==> config.mk <==
export PLATFORM = sky130hd
export DESIGN_NAME = linkcfg_regs
export DESIGN_NICKNAME = d
export VERILOG_FILES = /design/src/rtl/linkcfg_pkg.sv /design/src/rtl/linkcfg_cs_edge.sv /design/src/rtl/linkcfg_stage_upd.sv /design/src/rtl/linkcfg_regs.sv
export SDC_FILE = /design/constraint.sdc
export NUM_CORES = 1
export LEC_CHECK = 0
export CORE_MARGIN = 5
export CORE_UTILIZATION = 28
export CTS_CLUSTER_SIZE = 30
export DETAILED_ROUTE_END_ITERATION = 10
export SLEW_MARGIN = 20
export SYNTH_ARGS = -nofsm -noshare
export SYNTH_HDL_FRONTEND = slang
export SYNTH_HIERARCHICAL = 1
export SYNTH_SLANG_ARGS = --single-unit
==> constraint.sdc <==
create_clock -name clk -period 2.9 [get_ports clk]
set_clock_uncertainty 0.15 [all_clocks]
set_input_delay 0.725 -clock clk [delete_from_list [all_inputs] [get_ports clk]]
set_output_delay 0.725 -clock clk [all_outputs]
set_load 0.01 [all_outputs]
==> src/rtl/linkcfg_pkg.sv <==
package linkcfg_pkg;

    typedef struct packed {
        logic       crc_en;
        logic       alert_pin;
        logic [1:0] io_mode;
        logic [2:0] freq;
        logic [3:0] wait_max;
        logic [2:0] rd_size;
        logic [2:0] pay_size;
        logic       p_en;
        logic [5:0] vw_cnt;
        logic       vw_en;
    } lcfg_t;

    typedef struct packed {
        lcfg_t       stg;
        lcfg_t       live;
        logic        pulse;
        logic [31:0] rdat;
        logic        rerr;
    } lstate_t;

    localparam lcfg_t LCFG_RESET = '{
        crc_en: 1'b0, alert_pin: 1'b0, io_mode: 2'b00, freq: 3'b000,
        wait_max: 4'h0, rd_size: 3'b001, pay_size: 3'b001, p_en: 1'b1,
        vw_cnt: 6'd0, vw_en: 1'b0
    };

    localparam lstate_t LSTATE_RESET = '{
        stg: LCFG_RESET, live: LCFG_RESET, pulse: 1'b0, rdat: 32'h0, rerr: 1'b0
    };

    localparam int unsigned OFS_ID  = 32'h04;
    localparam int unsigned OFS_GEN = 32'h08;
    localparam int unsigned OFS_CH0 = 32'h10;
    localparam int unsigned OFS_CH1 = 32'h20;
    localparam int unsigned OFS_CH2 = 32'h30;
    localparam int unsigned OFS_CH3 = 32'h40;

    localparam logic [1:0] IO_RSVD  = 2'b11;
    localparam logic [2:0] FREQ_TOP = 3'b100;

endpackage

==> src/rtl/linkcfg_cs_edge.sv <==
module linkcfg_cs_edge (
    input  logic clk,
    input  logic rst_n,
    input  logic cs_n,
    output logic cs_active,
    output logic commit
);
    logic cs_n_d, cs_n_q;

    always_comb begin
        cs_n_d    = cs_n;
        cs_active = ~cs_n;
        commit    = cs_n & ~cs_n_q;
    end

    always_ff @(posedge clk or negedge rst_n) begin
        if (!rst_n) cs_n_q <= 1'b1;
        else        cs_n_q <= cs_n_d;
    end

    // a commit needs a low sample before it, so two in a row cannot occur
    a_r2_single_commit: assert property (@(posedge clk) disable iff (!rst_n)
        commit |=> !commit);
endmodule

==> src/rtl/linkcfg_stage_upd.sv <==
module linkcfg_stage_upd
    import linkcfg_pkg::*;
#(
    parameter int unsigned ADDR_W  = 8,
    parameter logic [2:0]  MAX_PAY = 3'b001,
    parameter logic [5:0]  MAX_VW  = 6'd7
) (
    input  logic              wr_en,
    input  logic [ADDR_W-1:0] off,
    input  logic [31:0]       wdata,
    input  lcfg_t             cur,
    output lcfg_t             nxt
);
    localparam logic [ADDR_W-1:0] A_GEN = ADDR_W'(OFS_GEN);
    localparam logic [ADDR_W-1:0] A_CH0 = ADDR_W'(OFS_CH0);
    localparam logic [ADDR_W-1:0] A_CH1 = ADDR_W'(OFS_CH1);

    logic unused_bits;
    assign unused_bits = ^{wdata[30:29], wdata[25:23], wdata[11], wdata[7:1]};

    always_comb begin
        nxt = cur;
        if (wr_en) begin
            case (off)
                A_GEN: begin
                    nxt.crc_en    = wdata[31];
                    nxt.alert_pin = wdata[28];
                    nxt.wait_max  = wdata[15:12];
                    if (wdata[27:26] != IO_RSVD)  nxt.io_mode = wdata[27:26];
                    if (wdata[22:20] <= FREQ_TOP) nxt.freq    = wdata[22:20];
                end
                A_CH0: begin
                    nxt.p_en = wdata[0];
                    if (wdata[14:12] != 3'b000) nxt.rd_size = wdata[14:12];
                    if (wdata[10:8] != 3'b000 && wdata[10:8] <= MAX_PAY)
                        nxt.pay_size = wdata[10:8];
                end
                A_CH1: begin
                    nxt.vw_en = wdata[0];
                    if (wdata[21:16] <= MAX_VW) nxt.vw_cnt = wdata[21:16];
                end
                default: ;
            endcase
        end
    end
endmodule

==> src/rtl/linkcfg_regs.sv <==
module linkcfg_regs
    import linkcfg_pkg::*;
#(
    parameter int unsigned ADDR_W   = 8,
    parameter logic [7:0]  VERSION  = 8'h01,
    parameter logic [1:0]  OP_MODE  = 2'b01,
    parameter logic [2:0]  FREQ_SUP = 3'b011,
    parameter logic [7:0]  CH_SUP   = 8'h03,
    parameter logic [2:0]  MAX_PAY  = 3'b001,
    parameter logic [5:0]  MAX_VW   = 6'd7
) (
    input  logic              clk,
    input  logic              rst_n,
    input  logic              cs_n,
    input  logic              acc_set,
    input  logic              acc_get,
    input  logic [ADDR_W-1:0] acc_off,
    input  logic [31:0]       acc_wdata,
    input  logic              ch0_ready,
    input  logic              ch1_ready,
    output logic [31:0]       rd_data,
    output logic              rd_err,
    output logic              cfg_crc_en,
    output logic              cfg_alert_pin,
    output logic [1:0]        cfg_io_mode,
    output logic [2:0]        cfg_freq,
    output logic [3:0]        cfg_wait_max,
    output logic [2:0]        cfg_ch0_rd_size,
    output logic [2:0]        cfg_ch0_pay_size,
    output logic              cfg_ch0_en,
    output logic [5:0]        cfg_ch1_vw_cnt,
    output logic              cfg_ch1_en,
    output logic              ch0_rst_pulse
);
    localparam logic [ADDR_W-1:0] A_ID  = ADDR_W'(OFS_ID);
    localparam logic [ADDR_W-1:0] A_GEN = ADDR_W'(OFS_GEN);
    localparam logic [ADDR_W-1:0] A_CH0 = ADDR_W'(OFS_CH0);
    localparam logic [ADDR_W-1:0] A_CH1 = ADDR_W'(OFS_CH1);
    localparam logic [ADDR_W-1:0] A_CH2 = ADDR_W'(OFS_CH2);
    localparam logic [ADDR_W-1:0] A_CH3 = ADDR_W'(OFS_CH3);

    lstate_t     st_d, st_q;
    lcfg_t       stg_next;
    logic        cs_active, commit;
    logic [31:0] rd_word;
    logic        rd_miss;

    linkcfg_cs_edge u_edge (
        .clk       (clk),
        .rst_n     (rst_n),
        .cs_n      (cs_n),
        .cs_active (cs_active),
        .commit    (commit)
    );

    linkcfg_stage_upd #(
        .ADDR_W  (ADDR_W),
        .MAX_PAY (MAX_PAY),
        .MAX_VW  (MAX_VW)
    ) u_stage (
        .wr_en (acc_set & cs_active),
        .off   (acc_off),
        .wdata (acc_wdata),
        .cur   (st_q.stg),
        .nxt   (stg_next)
    );

    always_comb begin
        rd_word = 32'h0;
        rd_miss = 1'b0;
        case (acc_off)
            A_ID:  rd_word = {24'h0, VERSION};
            A_GEN: rd_word = {st_q.live.crc_en, 2'b00, st_q.live.alert_pin,
                              st_q.live.io_mode, OP_MODE, 1'b0, st_q.live.freq,
                              1'b0, FREQ_SUP, st_q.live.wait_max, 4'h0, CH_SUP};
            A_CH0: rd_word = {17'h0, st_q.live.rd_size, 1'b0, st_q.live.pay_size,
                              1'b0, MAX_PAY, 2'b00, ch0_ready, st_q.live.p_en};
            A_CH1: rd_word = {10'h0, st_q.live.vw_cnt, 2'b00, MAX_VW,
                              6'h0, ch1_ready, st_q.live.vw_en};
            A_CH2, A_CH3: rd_word = 32'h0;
            default: rd_miss = 1'b1;
        endcase
    end

    always_comb begin
        st_d       = st_q;
        st_d.stg   = stg_next;
        st_d.pulse = commit & st_q.live.p_en & ~st_q.stg.p_en;
        if (commit) st_d.live = st_q.stg;
        if (acc_get) begin
            st_d.rdat = rd_word;
            st_d.rerr = rd_miss;
        end
    end

    always_ff @(posedge clk or negedge rst_n) begin
        if (!rst_n) st_q <= LSTATE_RESET;
        else        st_q <= st_d;
    end

    assign rd_data          = st_q.rdat;
    assign rd_err           = st_q.rerr;
    assign cfg_crc_en       = st_q.live.crc_en;
    assign cfg_alert_pin    = st_q.live.alert_pin;
    assign cfg_io_mode      = st_q.live.io_mode;
    assign cfg_freq         = st_q.live.freq;
    assign cfg_wait_max     = st_q.live.wait_max;
    assign cfg_ch0_rd_size  = st_q.live.rd_size;
    assign cfg_ch0_pay_size = st_q.live.pay_size;
    assign cfg_ch0_en       = st_q.live.p_en;
    assign cfg_ch1_vw_cnt   = st_q.live.vw_cnt;
    assign cfg_ch1_en       = st_q.live.vw_en;
    assign ch0_rst_pulse    = st_q.pulse;

    a_r2_live_stable: assert property (@(posedge clk) disable iff (!rst_n)
        !commit |=> $stable(st_q.live));

    a_r3_stage_hold: assert property (@(posedge clk) disable iff (!rst_n)
        cs_n |=> $stable(st_q.stg));

    a_r7_codes_legal: assert property (@(posedge clk) disable iff (!rst_n)
        cfg_io_mode != IO_RSVD && cfg_freq <= FREQ_TOP && cfg_ch1_vw_cnt <= MAX_VW);

    a_r7_sizes_legal: assert property (@(posedge clk) disable iff (!rst_n)
        cfg_ch0_rd_size != 3'b000 && cfg_ch0_pay_size != 3'b000 &&
        cfg_ch0_pay_size <= MAX_PAY);

    a_r9_miss_zero: assert property (@(posedge clk) disable iff (!rst_n)
        rd_err |-> rd_data == 32'h0);

    a_r10_pulse_width: assert property (@(posedge clk) disable iff (!rst_n)
        ch0_rst_pulse |=> !ch0_rst_pulse);

    a_r10_pulse_cause: assert property (@(posedge clk) disable iff (!rst_n)
        ch0_rst_pulse |-> (!cfg_ch0_en && $past(cfg_ch0_en)));
endmodule

# [Word level (Yosys, flattened, before mapping)]
# Cells that the tools add are included.
[word_totals] input_bits=47 ff_bits=85 word_cells=55
[classes] mux=2 eq_ne=7 n_reduce_logical=12 n_bitwise=7 order_cmp=3
[ops] cell="32-bit case mux with 4 select lines" count=1
[ops] cell="8-bit by 6-bit == test with 1-bit output, second input constant" count=2
[ops] cell="3-bit AND reduction" count=5
[ops] cell="8-bit by 3-bit == test with 1-bit output, second input constant" count=1
[ops] cell="8-bit by 4-bit == test with 1-bit output, second input constant" count=1
[ops] cell="8-bit by 5-bit == test with 1-bit output, second input constant" count=1
[ops] cell="8-bit by 7-bit == test with 1-bit output, second input constant" count=1
[ops] cell="6-bit by 3-bit <= comparator with 1-bit output, second input constant" count=1
[ops] cell="2-bit AND reduction" count=3
[ops] cell="3-bit nonzero test" count=2
[ops] cell="6-bit OR reduction" count=1
[ops] cell="1-bit bitwise AND" count=4
[ops] cell="3-bit by 1-bit <= comparator with 1-bit output, second input constant" count=1
[ops] cell="3-bit <= comparator, second input constant" count=1
[ops] cell="1-bit inverter" count=3
[ops] cell="2-bit inequality test, second input constant" count=1
[ops] cell="1-bit logical AND" count=1
[ops] cell="1-bit 2-to-1 mux" count=1

# [Logic depth before layout (Yosys ltp)]
[depth] depth_word=4 depth_mapped=7 depth_no_buf=6

# [By module]
# The synthesis kept the hierarchy.
[by_module_without_submodules] mod="linkcfg_regs" cells_per_inst=252 seq_area_each_um2=1859.3 area_each_um2=3143.0 instances=1
[by_module_without_submodules] mod="linkcfg_stage_upd" cells_per_inst=48 seq_area_each_um2=0.0 area_each_um2=429.2 instances=1
[by_module_without_submodules] mod="linkcfg_cs_edge" cells_per_inst=3 seq_area_each_um2=26.3 area_each_um2=43.8 instances=1

# [Worst setup path after synthesis]
# No wires, ideal clock.
[synth_path] kind="input to register" start="input acc_off[4]" end="register st_q (netlist bit rd_err)" setup_ns=0.123 arrival_time_ns=1.985 cell_stages=5 slack_ns=0.643 path_cell_list="buf_4 > or4b_2 > o311ai_1 > nand4b_4 > o221a_2"
[synth_via] elab_chain_len=3 elab_cells_between_ends=8
[synth_rtl] item="from (decl)" line_no="linkcfg_regs.sv:17" source="input logic [ADDR_W-1:0] acc_off,"
[synth_rtl] item="8-bit by 6-bit == test with 1-bit output, or another cell as far along" line_no="linkcfg_regs.sv:71" source="case (acc_off)"
[synth_rtl] item="6-bit OR reduction (no source line) (*)"
[synth_rtl] item="1-bit 2-to-1 mux (*)" line_no="linkcfg_regs.sv:71"
[synth_rtl] item="to (signal assigned)" line_no="linkcfg_regs.sv:98" source="else st_q <= st_d;"
[synth_rtl] item="to (decl)" line_no="linkcfg_regs.sv:42" source="lstate_t st_d, st_q;"
# Every way passes the cells marked *; elsewhere a longest branch is shown, timed or not.
# A chain may end at the register's enable or synchronous reset.

# [Worst setup path after layout]
[layout_path] start="input acc_off[5]" end="register st_q (netlist bit rd_err)"
# The elaborated chain is that of the path after synthesis.

==> results.sh <==
export IMPL_crit_path_start_kind="input pin"
export IMPL_power_leakage_nw=2.019
export IMPL_finalSetupViolCount=0
export IMPL_postCtsResizedCells=0
export IMPL_synthToLayoutAreaGrowth_pct=28.79
export IMPL_min_path_type="register to register"
export IMPL_cp_top_family="simple AND/OR/NAND/NOR gates"
export IMPL_die_w_um=123.6
export IMPL_grt_setup_unrepaired="no"
export IMPL_grt_ovfl_total=0
export IMPL_final_net_count=405
export IMPL_routedWlPerCell_um=15.91
export IMPL_synthDistinctLibCells=45
export IMPL_postPlaceCellArea_um2=4370
export IMPL_syn_area_per_cell_um2=11.93
export IMPL_core_um2=12620
export IMPL_crit_required_ps=2970
export IMPL_cts_buffers=9
export IMPL_worst_path_largest_cell_delay_ps=540
export IMPL_cts_setup_buffers=0
export IMPL_grt_pass1_vias=2329
export IMPL_fmax_ghz=0.3921
export IMPL_stdcell_count=535
export IMPL_synth_warnings=6
export IMPL_drt_iter0_markers=113
export IMPL_start_util_pct=28.65
export IMPL_path_clk_slew_ps=60
export IMPL_worstMarginPinSlew_ps=954.1
export IMPL_final_antenna_net_count=0
export IMPL_n_antenna_cell=0
export IMPL_dp_cells=519
export IMPL_crit_chain="clkdlybuf4s50_1 -> buf_4 -> or4b_1 -> o311ai_1 -> nand4b_4 -> o221a_2"
export IMPL_cp_slowest_cell="clkdlybuf4s50_1"
export IMPL_ir_drop_v=0.0001891
export IMPL_stdcell_area_um2=4657
export IMPL_drc=0
export IMPL_syn_inst=303
export IMPL_worstSetupEndpointType="register"
export IMPL_drv_slew=0
export IMPL_arrival_ps=2620
export IMPL_ctsHoldBuffers=0
export IMPL_cts_max_path_buffers=2
export IMPL_numPortBuffers=82
export IMPL_grt_max_degree=76
export IMPL_cts_root_buffer="clkbuf_16"
export IMPL_seq_area_frac_synth_pct=52.15
export IMPL_hold_slack_ps=332.1
export IMPL_drtPass1Iterations=6
export IMPL_clock_sinks=75
export IMPL_die_area_um2=15290
export IMPL_period_needed_ps=2550
export IMPL_grt_usage_pct=11.58
export IMPL_die_y_um=123.6
export IMPL_synth_area_um2=3616
export IMPL_relSlewSlack_pct=36.39
export IMPL_drive_above_1_share_pct=25.62
export IMPL_vias=2324
export IMPL_finalCritPeriodShare_pct=87.94
export IMPL_power_density_nw_per_um2=507.5
export IMPL_rows=41
export IMPL_routabilityCongestion=0.7452
export IMPL_clkLatencyLatePin_ps=330
export IMPL_ys_async_sr_fraction_pct=100.0
export IMPL_hpwl_um=6005
export IMPL_path_max_fanout=10
export IMPL_status="finished, final reports clean"
export IMPL_grt_pass1_wl_um=13120
export IMPL_routed_wirelength_um=8513
export IMPL_finalHoldViolCount=0
export IMPL_path_class="input pin to register"
export IMPL_synth_seq_cells=75
export IMPL_avgViaCountPerCell=4.344
export IMPL_cts_tree="done"
export IMPL_pre_cts_ws_ps=-6.737
export IMPL_setup_slack_ps=349.7
export IMPL_path_buf_inv=2
export IMPL_synth_edf_count=0
export IMPL_cap_viol_max_count=0
export IMPL_antenna_found_initial=0
export IMPL_setup_tns_final_ps=0
export IMPL_synthFlopType="dfrtp_1"
export IMPL_ios=106
export IMPL_htreeDepth=3
layout make-up:
type                            count  area [um^2]
Fill cell                        1279         7963
Clock buffer                       11        232.7
Tap cell                          172        215.2
Sequential cell                    75         1886
Clock inverter                      5        53.80
Multi-Input combinational cell    154         1224
Inverter                           18        67.56
Timing Repair Buffer              100        978.4
cells by family (layout without fill, tap and decap cells):
| logic type | Yosys count | in the layout | synth area share (%) |
|---|---|---|---|
| buffers and inverters | 83 | 134 | 14.95 |
| DFF | 75 | 75 | 52.15 |
| and+or+nand+nor | 55 | 55 | 10.86 |
| AOI/OAI and AO/OA | 50 | 50 | 9.550 |
| muxes | 38 | 38 | 12.15 |
| other | 1 | 10 | 0.1037 |
| xor gates and xnor gates | 1 | 1 | 0.2423 |
cell usage after synthesis (7+ instances only):
cell	number	share of area [%]
nor2_1	12	1.2
o21ai_0	11	1.5
mux2_2	35	11
o22ai_1	7	1.2
a21oi_1	9	1.2
dfstp_2	7	5.1
nand3_1	10	1.4
buf_4	55	11
dfrtp_1	68	47
inv_1	18	1.9
and2_1	7	1.2
flip-flops by register name, summed over array words and instances (netlist names), 2 cells and up:
name,cells
rd_data,22
st_q,25
cfg_ch0_pay_size,3
cfg_freq,3
cfg_io_mode,2
cfg_ch0_rd_size,3
cfg_wait_max,4
cfg_ch1_vw_cnt,6
layer usage:
metal | track usage (%) | vias to the layer above | wire, um
met5 | 0 | - | 0
met2 | 18.18 | 63 | 4151
met4 | 4.152 | 0 | 113
li1 | - | 1103 | -
met3 | 3.860 | 11 | 522
met1 | 14.89 | 1147 | 3725
power breakdown:
group / switching [mW] / internal [mW] / total (mW)
Clock: 0.429 / 0.664 / 1.09
Sequential: 0.0121 / 1.07 / 1.08
Combinational: 0.0948 / 0.0964 / 0.191
Total: 0.536 / 1.83 / 2.36
metrics by stage:
stage / power (mW) / utilization, %
4_1_cts: 2.405 / 36.90
3_3_place_gp: 1.289 / 34.63
6_report: 2.363 / 36.90
3_5_place_dp: 1.293 / 34.63
5_1_grt: 2.467 / 36.90
2_1_floorplan: 1.184 / -
placed cells by master (no fill, tap or decap), drive strengths merged, types with 2 or more instances in the layout:
cell type	netlist	routed
clkdlybuf4s50	0	81
dfrtp	68	68
mux2	38	38
buf	59	19
inv	18	18
nor2	15	15
o21ai	12	12
clkbuf	6	11
nand3	10	10
conb	1	10
a21oi	9	9
o22ai	9	9
and2	7	7
dfstp	7	7
a22oi	7	7
clkinv	0	4
nand2	3	3
nor3	3	3
o22a	3	3
a22o	3	3
nor2b	3	3
nand2b	2	2
nor4	2	2
a211o	2	2
o21a	2	2
or4b	2	2
nand4b	2	2
nor4b	2	2
worst reg2reg max path: stages, from the launching register on:
cell     delay, ps
dfstp_2        380
nor2b_4        120
buf_12         210
mux2_2         370
final timing paths:
| path | start | to | slack (ps) | cells after the start |
|---|---|---|---|---|
| min | st_q[63] | st_q[63] | 330 | 1 |
| min in group asynchronous | rst_n | st_q[76] | 400 | 1 |
| min reg2reg | st_q[63] | st_q[63] | 330 | 1 |
| max | acc_off[5] | rd_err | 350 | 6 |
| max reg2reg | u_edge/cs_n_q | cfg_ch1_vw_cnt[3] | 1560 | 3 |
| max in group asynchronous | rst_n | rd_data[10] | 1580 | 1 |
No activity file was read; power rests on OpenSTA's default activity.
